<file path="src/rtl/seq_mul_pkg.sv">
package seq_mul_pkg;

  // Operation applied by the widened adder in one iteration
  typedef enum logic [1:0] {
    ALU_PASS = 2'b00,
    ALU_ADD  = 2'b01,
    ALU_SUB  = 2'b10
  } alu_op_e;

endpackage

</file>
<file path="src/rtl/seq_mul_addsub.sv">
module seq_mul_addsub
  import seq_mul_pkg::*;
#(
  parameter int unsigned W = 33
) (
  input  logic [W-1:0] lhs_i,
  input  logic [W-1:0] rhs_i,
  input  alu_op_e      op_i,
  output logic [W-1:0] res_o
);

  always_comb begin
    unique case (op_i)
      ALU_ADD: res_o = lhs_i + rhs_i;
      ALU_SUB: res_o = lhs_i - rhs_i;
      default: res_o = lhs_i;
    endcase
  end

endmodule

</file>
<file path="src/rtl/seq_mul_ctrl.sv">
module seq_mul_ctrl #(
  parameter int unsigned N = 32
) (
  input  logic clk,
  input  logic rst_n,
  input  logic start_i,
  output logic load_o,
  output logic step_o,
  output logic last_o,
  output logic busy_o,
  output logic done_o
);

  localparam int unsigned CW = (N > 1) ? $clog2(N) : 1;
  localparam logic [CW-1:0] LAST_CNT = CW'(N - 1);

  logic [CW-1:0] cnt_q, cnt_d;
  logic          busy_q, busy_d;
  logic          done_q, done_d;
  logic          cnt_en;

  // Decode of the current state
  always_comb begin
    load_o = start_i && !busy_q;
    step_o = busy_q;
    last_o = busy_q && (cnt_q == LAST_CNT);
  end

  // Next state
  always_comb begin
    cnt_en = load_o || busy_q;
    cnt_d  = load_o ? '0 : cnt_q + 1'b1;
    if (load_o) begin
      busy_d = 1'b1;
    end else if (last_o) begin
      busy_d = 1'b0;
    end else begin
      busy_d = busy_q;
    end
    done_d = last_o;
  end

  // State registers
  always_ff @(posedge clk or negedge rst_n) begin
    if (!rst_n) begin
      cnt_q  <= '0;
      busy_q <= 1'b0;
      done_q <= 1'b0;
    end else begin
      if (cnt_en) begin
        cnt_q <= cnt_d;
      end
      busy_q <= busy_d;
      done_q <= done_d;
    end
  end

  assign busy_o = busy_q;
  assign done_o = done_q;


  busy_run_chk: assert property (@(posedge clk) disable iff (!rst_n)
    (busy_q && !last_o) |=> busy_q);

endmodule

</file>
<file path="src/rtl/seq_mul_dp.sv">
module seq_mul_dp
  import seq_mul_pkg::*;
#(
  parameter int unsigned N = 32
) (
  input  logic           clk,
  input  logic           rst_n,
  input  logic           load_i,
  input  logic           step_i,
  input  logic           last_i,
  input  logic           sgn_i,
  input  logic [N-1:0]   a_i,
  input  logic [N-1:0]   b_i,
  output logic [2*N-1:0] prod_o
);

  localparam int unsigned AW = N + 1;

  logic [N-1:0]  hi_q, hi_d;
  logic [N-1:0]  lo_q, lo_d;
  logic [N-1:0]  mc_q;
  logic          sgn_q;
  logic [AW-1:0] hi_ext, mc_ext, sum;
  alu_op_e       op;
  logic          pair_en;

  // Operand extension and operation select
  always_comb begin
    hi_ext = {sgn_q & hi_q[N-1], hi_q};
    mc_ext = {sgn_q & mc_q[N-1], mc_q};
    if (!lo_q[0]) begin
      op = ALU_PASS;
    end else if (last_i && sgn_q) begin
      op = ALU_SUB;
    end else begin
      op = ALU_ADD;
    end
  end

  seq_mul_addsub #(.W(AW)) alu_i (
    .lhs_i (hi_ext),
    .rhs_i (mc_ext),
    .op_i  (op),
    .res_o (sum)
  );

  // Next value of the product pair
  always_comb begin
    pair_en = load_i || step_i;
    if (load_i) begin
      hi_d = '0;
      lo_d = b_i;
    end else begin
      hi_d = sum[AW-1:1];
      lo_d = {sum[0], lo_q[N-1:1]};
    end
  end

  always_ff @(posedge clk or negedge rst_n) begin
    if (!rst_n) begin
      hi_q  <= '0;
      lo_q  <= '0;
      mc_q  <= '0;
      sgn_q <= 1'b0;
    end else begin
      if (pair_en) begin
        hi_q <= hi_d;
        lo_q <= lo_d;
      end
      if (load_i) begin
        mc_q  <= a_i;
        sgn_q <= sgn_i;
      end
    end
  end

  assign prod_o = {hi_q, lo_q};


  mcand_hold_chk: assert property (@(posedge clk) disable iff (!rst_n)
    !load_i |=> $stable(mc_q) && $stable(sgn_q));

endmodule

</file>
<file path="src/rtl/seq_mul.sv">
module seq_mul #(
  parameter int unsigned N = 32
) (
  input  logic           clk,
  input  logic           rst_n,
  input  logic           start,
  input  logic           is_signed,
  input  logic [N-1:0]   op_a,
  input  logic [N-1:0]   op_b,
  output logic           busy,
  output logic           done,
  output logic [2*N-1:0] product
);

  logic [1:0] rst_sync_q;
  logic       rst_sync_n;
  logic       load, step, last;

  // Reset asserts at once and is released on the clock
  always_ff @(posedge clk or negedge rst_n) begin
    if (!rst_n) begin
      rst_sync_q <= 2'b00;
    end else begin
      rst_sync_q <= {rst_sync_q[0], 1'b1};
    end
  end
  assign rst_sync_n = rst_sync_q[1];

  seq_mul_ctrl #(.N(N)) ctrl_i (
    .clk     (clk),
    .rst_n   (rst_sync_n),
    .start_i (start),
    .load_o  (load),
    .step_o  (step),
    .last_o  (last),
    .busy_o  (busy),
    .done_o  (done)
  );

  seq_mul_dp #(.N(N)) dp_i (
    .clk    (clk),
    .rst_n  (rst_sync_n),
    .load_i (load),
    .step_i (step),
    .last_i (last),
    .sgn_i  (is_signed),
    .a_i    (op_a),
    .b_i    (op_b),
    .prod_o (product)
  );


  done_pulse_chk: assert property (@(posedge clk) disable iff (!rst_sync_n)
    done |=> !done);


  busy_done_excl_chk: assert property (@(posedge clk) disable iff (!rst_sync_n)
    !(busy && done));


  done_on_fall_chk: assert property (@(posedge clk) disable iff (!rst_sync_n)
    $fell(busy) |-> done);


  busy_from_start_chk: assert property (@(posedge clk) disable iff (!rst_sync_n)
    $rose(busy) |-> $past(start));


  result_hold_chk: assert property (@(posedge clk) disable iff (!rst_sync_n)
    (!busy && !start) |=> $stable(product));

endmodule

</file>
<file path="config.mk">
export PLATFORM = sky130hd
export DESIGN_NAME = seq_mul
export DESIGN_NICKNAME = d
export VERILOG_FILES = /design/src/rtl/seq_mul_pkg.sv /design/src/rtl/seq_mul_addsub.sv /design/src/rtl/seq_mul_ctrl.sv /design/src/rtl/seq_mul_dp.sv /design/src/rtl/seq_mul.sv
export SDC_FILE = /design/constraint.sdc
export NUM_CORES = 1
export LEC_CHECK = 0
export BUFFER_PORTS_ARGS = -buffer_cell sky130_fd_sc_hd__buf_4
export CELL_PAD_IN_SITES_DETAIL_PLACEMENT = 1
export CELL_PAD_IN_SITES_GLOBAL_PLACEMENT = 1
export CORE_MARGIN = 4
export CORE_UTILIZATION = 44
export CTS_BUF_LIST = sky130_fd_sc_hd__clkbuf_4
export DETAILED_ROUTE_END_ITERATION = 6
export GPL_ROUTABILITY_DRIVEN = 1
export PLACE_DENSITY = 0.85
export SLEW_MARGIN = 40
export SYNTH_ARGS = -nofsm -noshare
export SYNTH_HDL_FRONTEND = slang
export SYNTH_SLANG_ARGS = --single-unit
export TNS_END_PERCENT = 100
</file>
<file path="constraint.sdc">
create_clock -name clk -period 4.4 [get_ports clk]
set_input_delay 0.22 -clock clk [delete_from_list [all_inputs] [get_ports clk]]
set_output_delay 0.22 -clock clk [all_outputs]
set_load 0.02 [all_outputs]
</file>
==> impl_metrics.py <==
metrics = {
    "place": {
        "placed_area_um2": 8184,
        "post-dp-hpwl_mm": 15.74,
        "gp_congestion": 0.9168,
        "io_buffers": 133,
        "dp_slack_ns": 0.03170,
    },
    "worst_setup_path": {
        "crit_path_cell_trace": "inv_1 -> ha_1 -> nor3b_4 -> nand4_1 -> nor3_4 -> a21oi_1 -> xnor2_1 -> ha_1 -> a21o_1 -> a21oi_1 -> o21ai_1 -> a21o_1 -> nor2b_1 -> a211oi_2 -> o41ai_2 -> xor2_1 -> mux2_2 -> a22o_1",
        "slowest_stage": "dfrtp_1",
        "critical_path_required_ns": 4.80,
        "start_kind": "flip-flop",
        "path_class": "flip-flop to flip-flop",
        "crit_fanout": 4,
        "end_kind": "flip-flop",
        "max_stage_delay_ns": 0.49,
        "worstPathArrival_ns": 4.83,
    },
    "yosys": {
        "synth_top_area_share_pct": 38.38,
        "synth_area_leader_cell": "dfrtp_1",
        "synth_edf_count": 0,
        "ys_ff_latch": 106,
        "async_reset_ff_share_pct": 100.0,
        "syn_area_um2": 6910,
        "yosys-top-cells-count": "dfrtp_1, nand2_1, o21ai_0",
        "syn-instance-count": 728,
        "synth-main-ff-cell": "dfrtp_1",
        "synth.distinct_cells": 62,
        "synth.most_common_cell": "dfrtp_1",
        "synth_nets": 832,
        "avgSynthCellArea_um2": 9.492,
        "yosys_warnings": 0,
        "yosysSeqAreaShare_pct": 38.38,
        "synth_area_leaders": "dfrtp_1, mux2_2, ha_1",
    },
    "global_route": {
        "grt_pass1_vias": 7077,
        "gr-usage-met3_pct": 6.420,
        "grt_start_max_net_pins": 128,
        "grt_usage_pct": 26.61,
        "grt_use_met1_pct": 31.82,
        "grt-ovfl-total": 0,
        "antenna_found_initial": 4,
        "use_met2_pct": 45.74,
        "grt_pass1_wl_mm": 38.01,
        "busiest_layer": "met2",
    },
    "sta": {
        "fmax_mhz": 225.7,
        "worst_slew_pin_slew_ns": 0.8270,
        "hold_ws_ns": 0.01565,
        "setup_viol_count_final": 1,
        "finalCritPeriodShare_pct": 100.7,
        "slew-limit-headroom_pct": 44.87,
        "hold_viol": 0,
        "finalCriticalPeriod_ns": 4.431,
        "setup_ws_ns": -0.03105,
        "clock_skew_ns": 0.04263,
        "slew_violations": 0,
    },
    "cts": {
        "clk_pin_slew_ns": 0.18,
        "cts.sinks": 106,
        "cts_root_buf": "clkbuf_4",
        "cts_buffers": 9,
        "insertion_delay_ns": 0.51,
        "clock_path_buffers": 2,
        "cts_tree": "yes",
        "cts-htree-levels": 3,
    },
    "die": {
        "fp.dieW_um": 133.3,
        "io_pins": 134,
        "num_rows": 45,
        "die_h_um": 133.3,
        "core_area_um2": 15310,
        "start_util_pct": 45.12,
        "die_area_um2": 17770,
    },
    "drt": {
        "vias": 6743,
        "ant_nets": 0,
        "vias_per_cell": 6.048,
        "totalWireLength_mm": 25.80,
        "first_iter_violations": 612,
        "drc": 0,
        "drt-wirelength-per-cell_um": 23.14,
        "firstDrtPassIters": 5,
    },
    "status": {
        "status": "complete, but fails checks",
        "violations": "setup timing",
    },
    "job": {
        "drv_cap": 0,
    },
    "finish": {
        "final_nets": 1000,
        "n_fill_cell": 1781,
        "areaGrowthSynthToFinish_pct": 28.82,
        "drive_gt1_share_pct": 28.33,
        "stdcell_area_um2": 8902,
    },
    "pwr": {
        "power.density_nw_per_um2": 913.1,
        "power.leakage_nw": 4.195,
        "vdd_drop_max_mv": 0.3143,
    },
    "hold_path": {
        "hold_path_class": "primary input to flip-flop",
    },
}
final timing paths:
check                               from       endpoint  slack (ns)  cells after the start
max reg2reg                 dp_i.mc_q[0]  dp_i.hi_q[28]       -0.03                     18
min in group asynchronous  rst_sync_q[1]  dp_i.mc_q[11]        0.34                      0
min                             op_b[24]  dp_i.lo_q[24]        0.02                      3
max                         dp_i.mc_q[0]  dp_i.hi_q[28]       -0.03                     18
max in group asynchronous  rst_sync_q[1]  dp_i.hi_q[20]        3.26                      1
min reg2reg                rst_sync_q[1]  dp_i.mc_q[11]        0.34                      0
flip-flops by register name, indices dropped and copies added (netlist names):
signal / count
ctrl_i.busy_o: 1
dp_i.sgn_q: 1
dp_i.hi_q: 32
rst_sync_q: 2
dp_i.mc_q: 32
ctrl_i.cnt_q: 5
dp_i.lo_q: 32
ctrl_i.done_o: 1
where the power goes:
| group | switching [mW] | internal, mW | total (mW) |
|---|---|---|---|
| Clock | 0.373 | 0.129 | 0.502 |
| Combinational | 3.09 | 2.42 | 5.51 |
| Sequential | 0.658 | 1.46 | 2.12 |
cells in the final DEF (no fill, tap or decap), types with 4 or more instances in the layout:
master / n
buf_4: 150
dfrtp_1: 101
nand2_1: 81
o21ai_0: 63
a21oi_1: 43
mux2_2: 43
dlygate4sd3_1: 41
mux2i_1: 38
xor2_1: 30
xnor2_1: 29
ha_1: 29
nor2_1: 26
nand2b_1: 18
a21o_1: 17
inv_1: 13
nand4_1: 11
clkbuf_4: 11
o31ai_1: 10
o21ai_1: 10
nor3b_1: 10
o21bai_1: 7
a31oi_1: 6
nand3_1: 6
nor3_1: 5
a21oi_2: 5
o21a_1: 5
a22o_1: 5
diode_2: 4
or3_1: 4
and3_1: 4
nand2_2: 4
nor2b_1: 4
ha_2: 4
worst max-delay path: cells and delay by family, from the launching register on:
family                   cells  cell delay, ns
adder cells (fa/ha/maj)      2            0.51
buffers and inverters        1            0.13
multiplexers                 1            0.28
AO/OA/AOI/OAI                8            1.41
flip-flops                   1            0.49
AND/OR/NAND/NOR              4            1.05
XOR/XNOR                     2            0.49
cell type report:
| cell class | count | area, µm² | area share [%] |
|---|---|---|---|
| Sequential cell | 106 | 2664 | 29.92 |
| Inverter | 14 | 52.55 | 0.5903 |
| Antenna cell | 4 | 10.01 | 0.1124 |
| Clock buffer | 11 | 82.58 | 0.9276 |
| Clock inverter | 4 | 30.03 | 0.3373 |
| Tap cell | 211 | 264.0 | 2.966 |
| Timing Repair Buffer | 194 | 1598 | 17.95 |
| Multi-Input combinational cell | 571 | 4202 | 47.20 |
routing by layer:
layer  routed length (µm)  vias up
met5                    0        -
met2                12730      359
met4                 1219        0
met3                 1818       92
li1                     -     2943
met1                10040     3349
repair_timing:
action,CTS,global route
buffers inserted,0,6
endpoints found under the setup margin,0,17
resized for setup,0,28
hold endpoints to repair,40,1
hold buffers,40,1
stage by stage:
step	TNS, ns	util, %	instances	total power [mW]
6_report	-0.03105	58.13	1115	8.129
3_5_place_dp	0	53.44	1049	7.059
2_1_floorplan	0	-	728	5.479
4_1_cts	0	56.79	1104	7.600
3_3_place_gp	0	53.09	1047	6.753
5_1_grt	-0.5409	58.13	1115	8.666
logic make-up after synthesis:
kind of cell | Yosys count | share of synthesized area, %
DFF | 106 | 38.38
xor gates and xnor gates | 60 | 7.605
other | 1 | 0.05427
muxes | 81 | 12.51
adders and majority gates | 36 | 6.627
buffers and inverters | 51 | 2.897
AOI/OAI and AO/OA | 199 | 18.14
and+or+nand+nor | 194 | 13.78
Power figures use the tool's default switching activity.
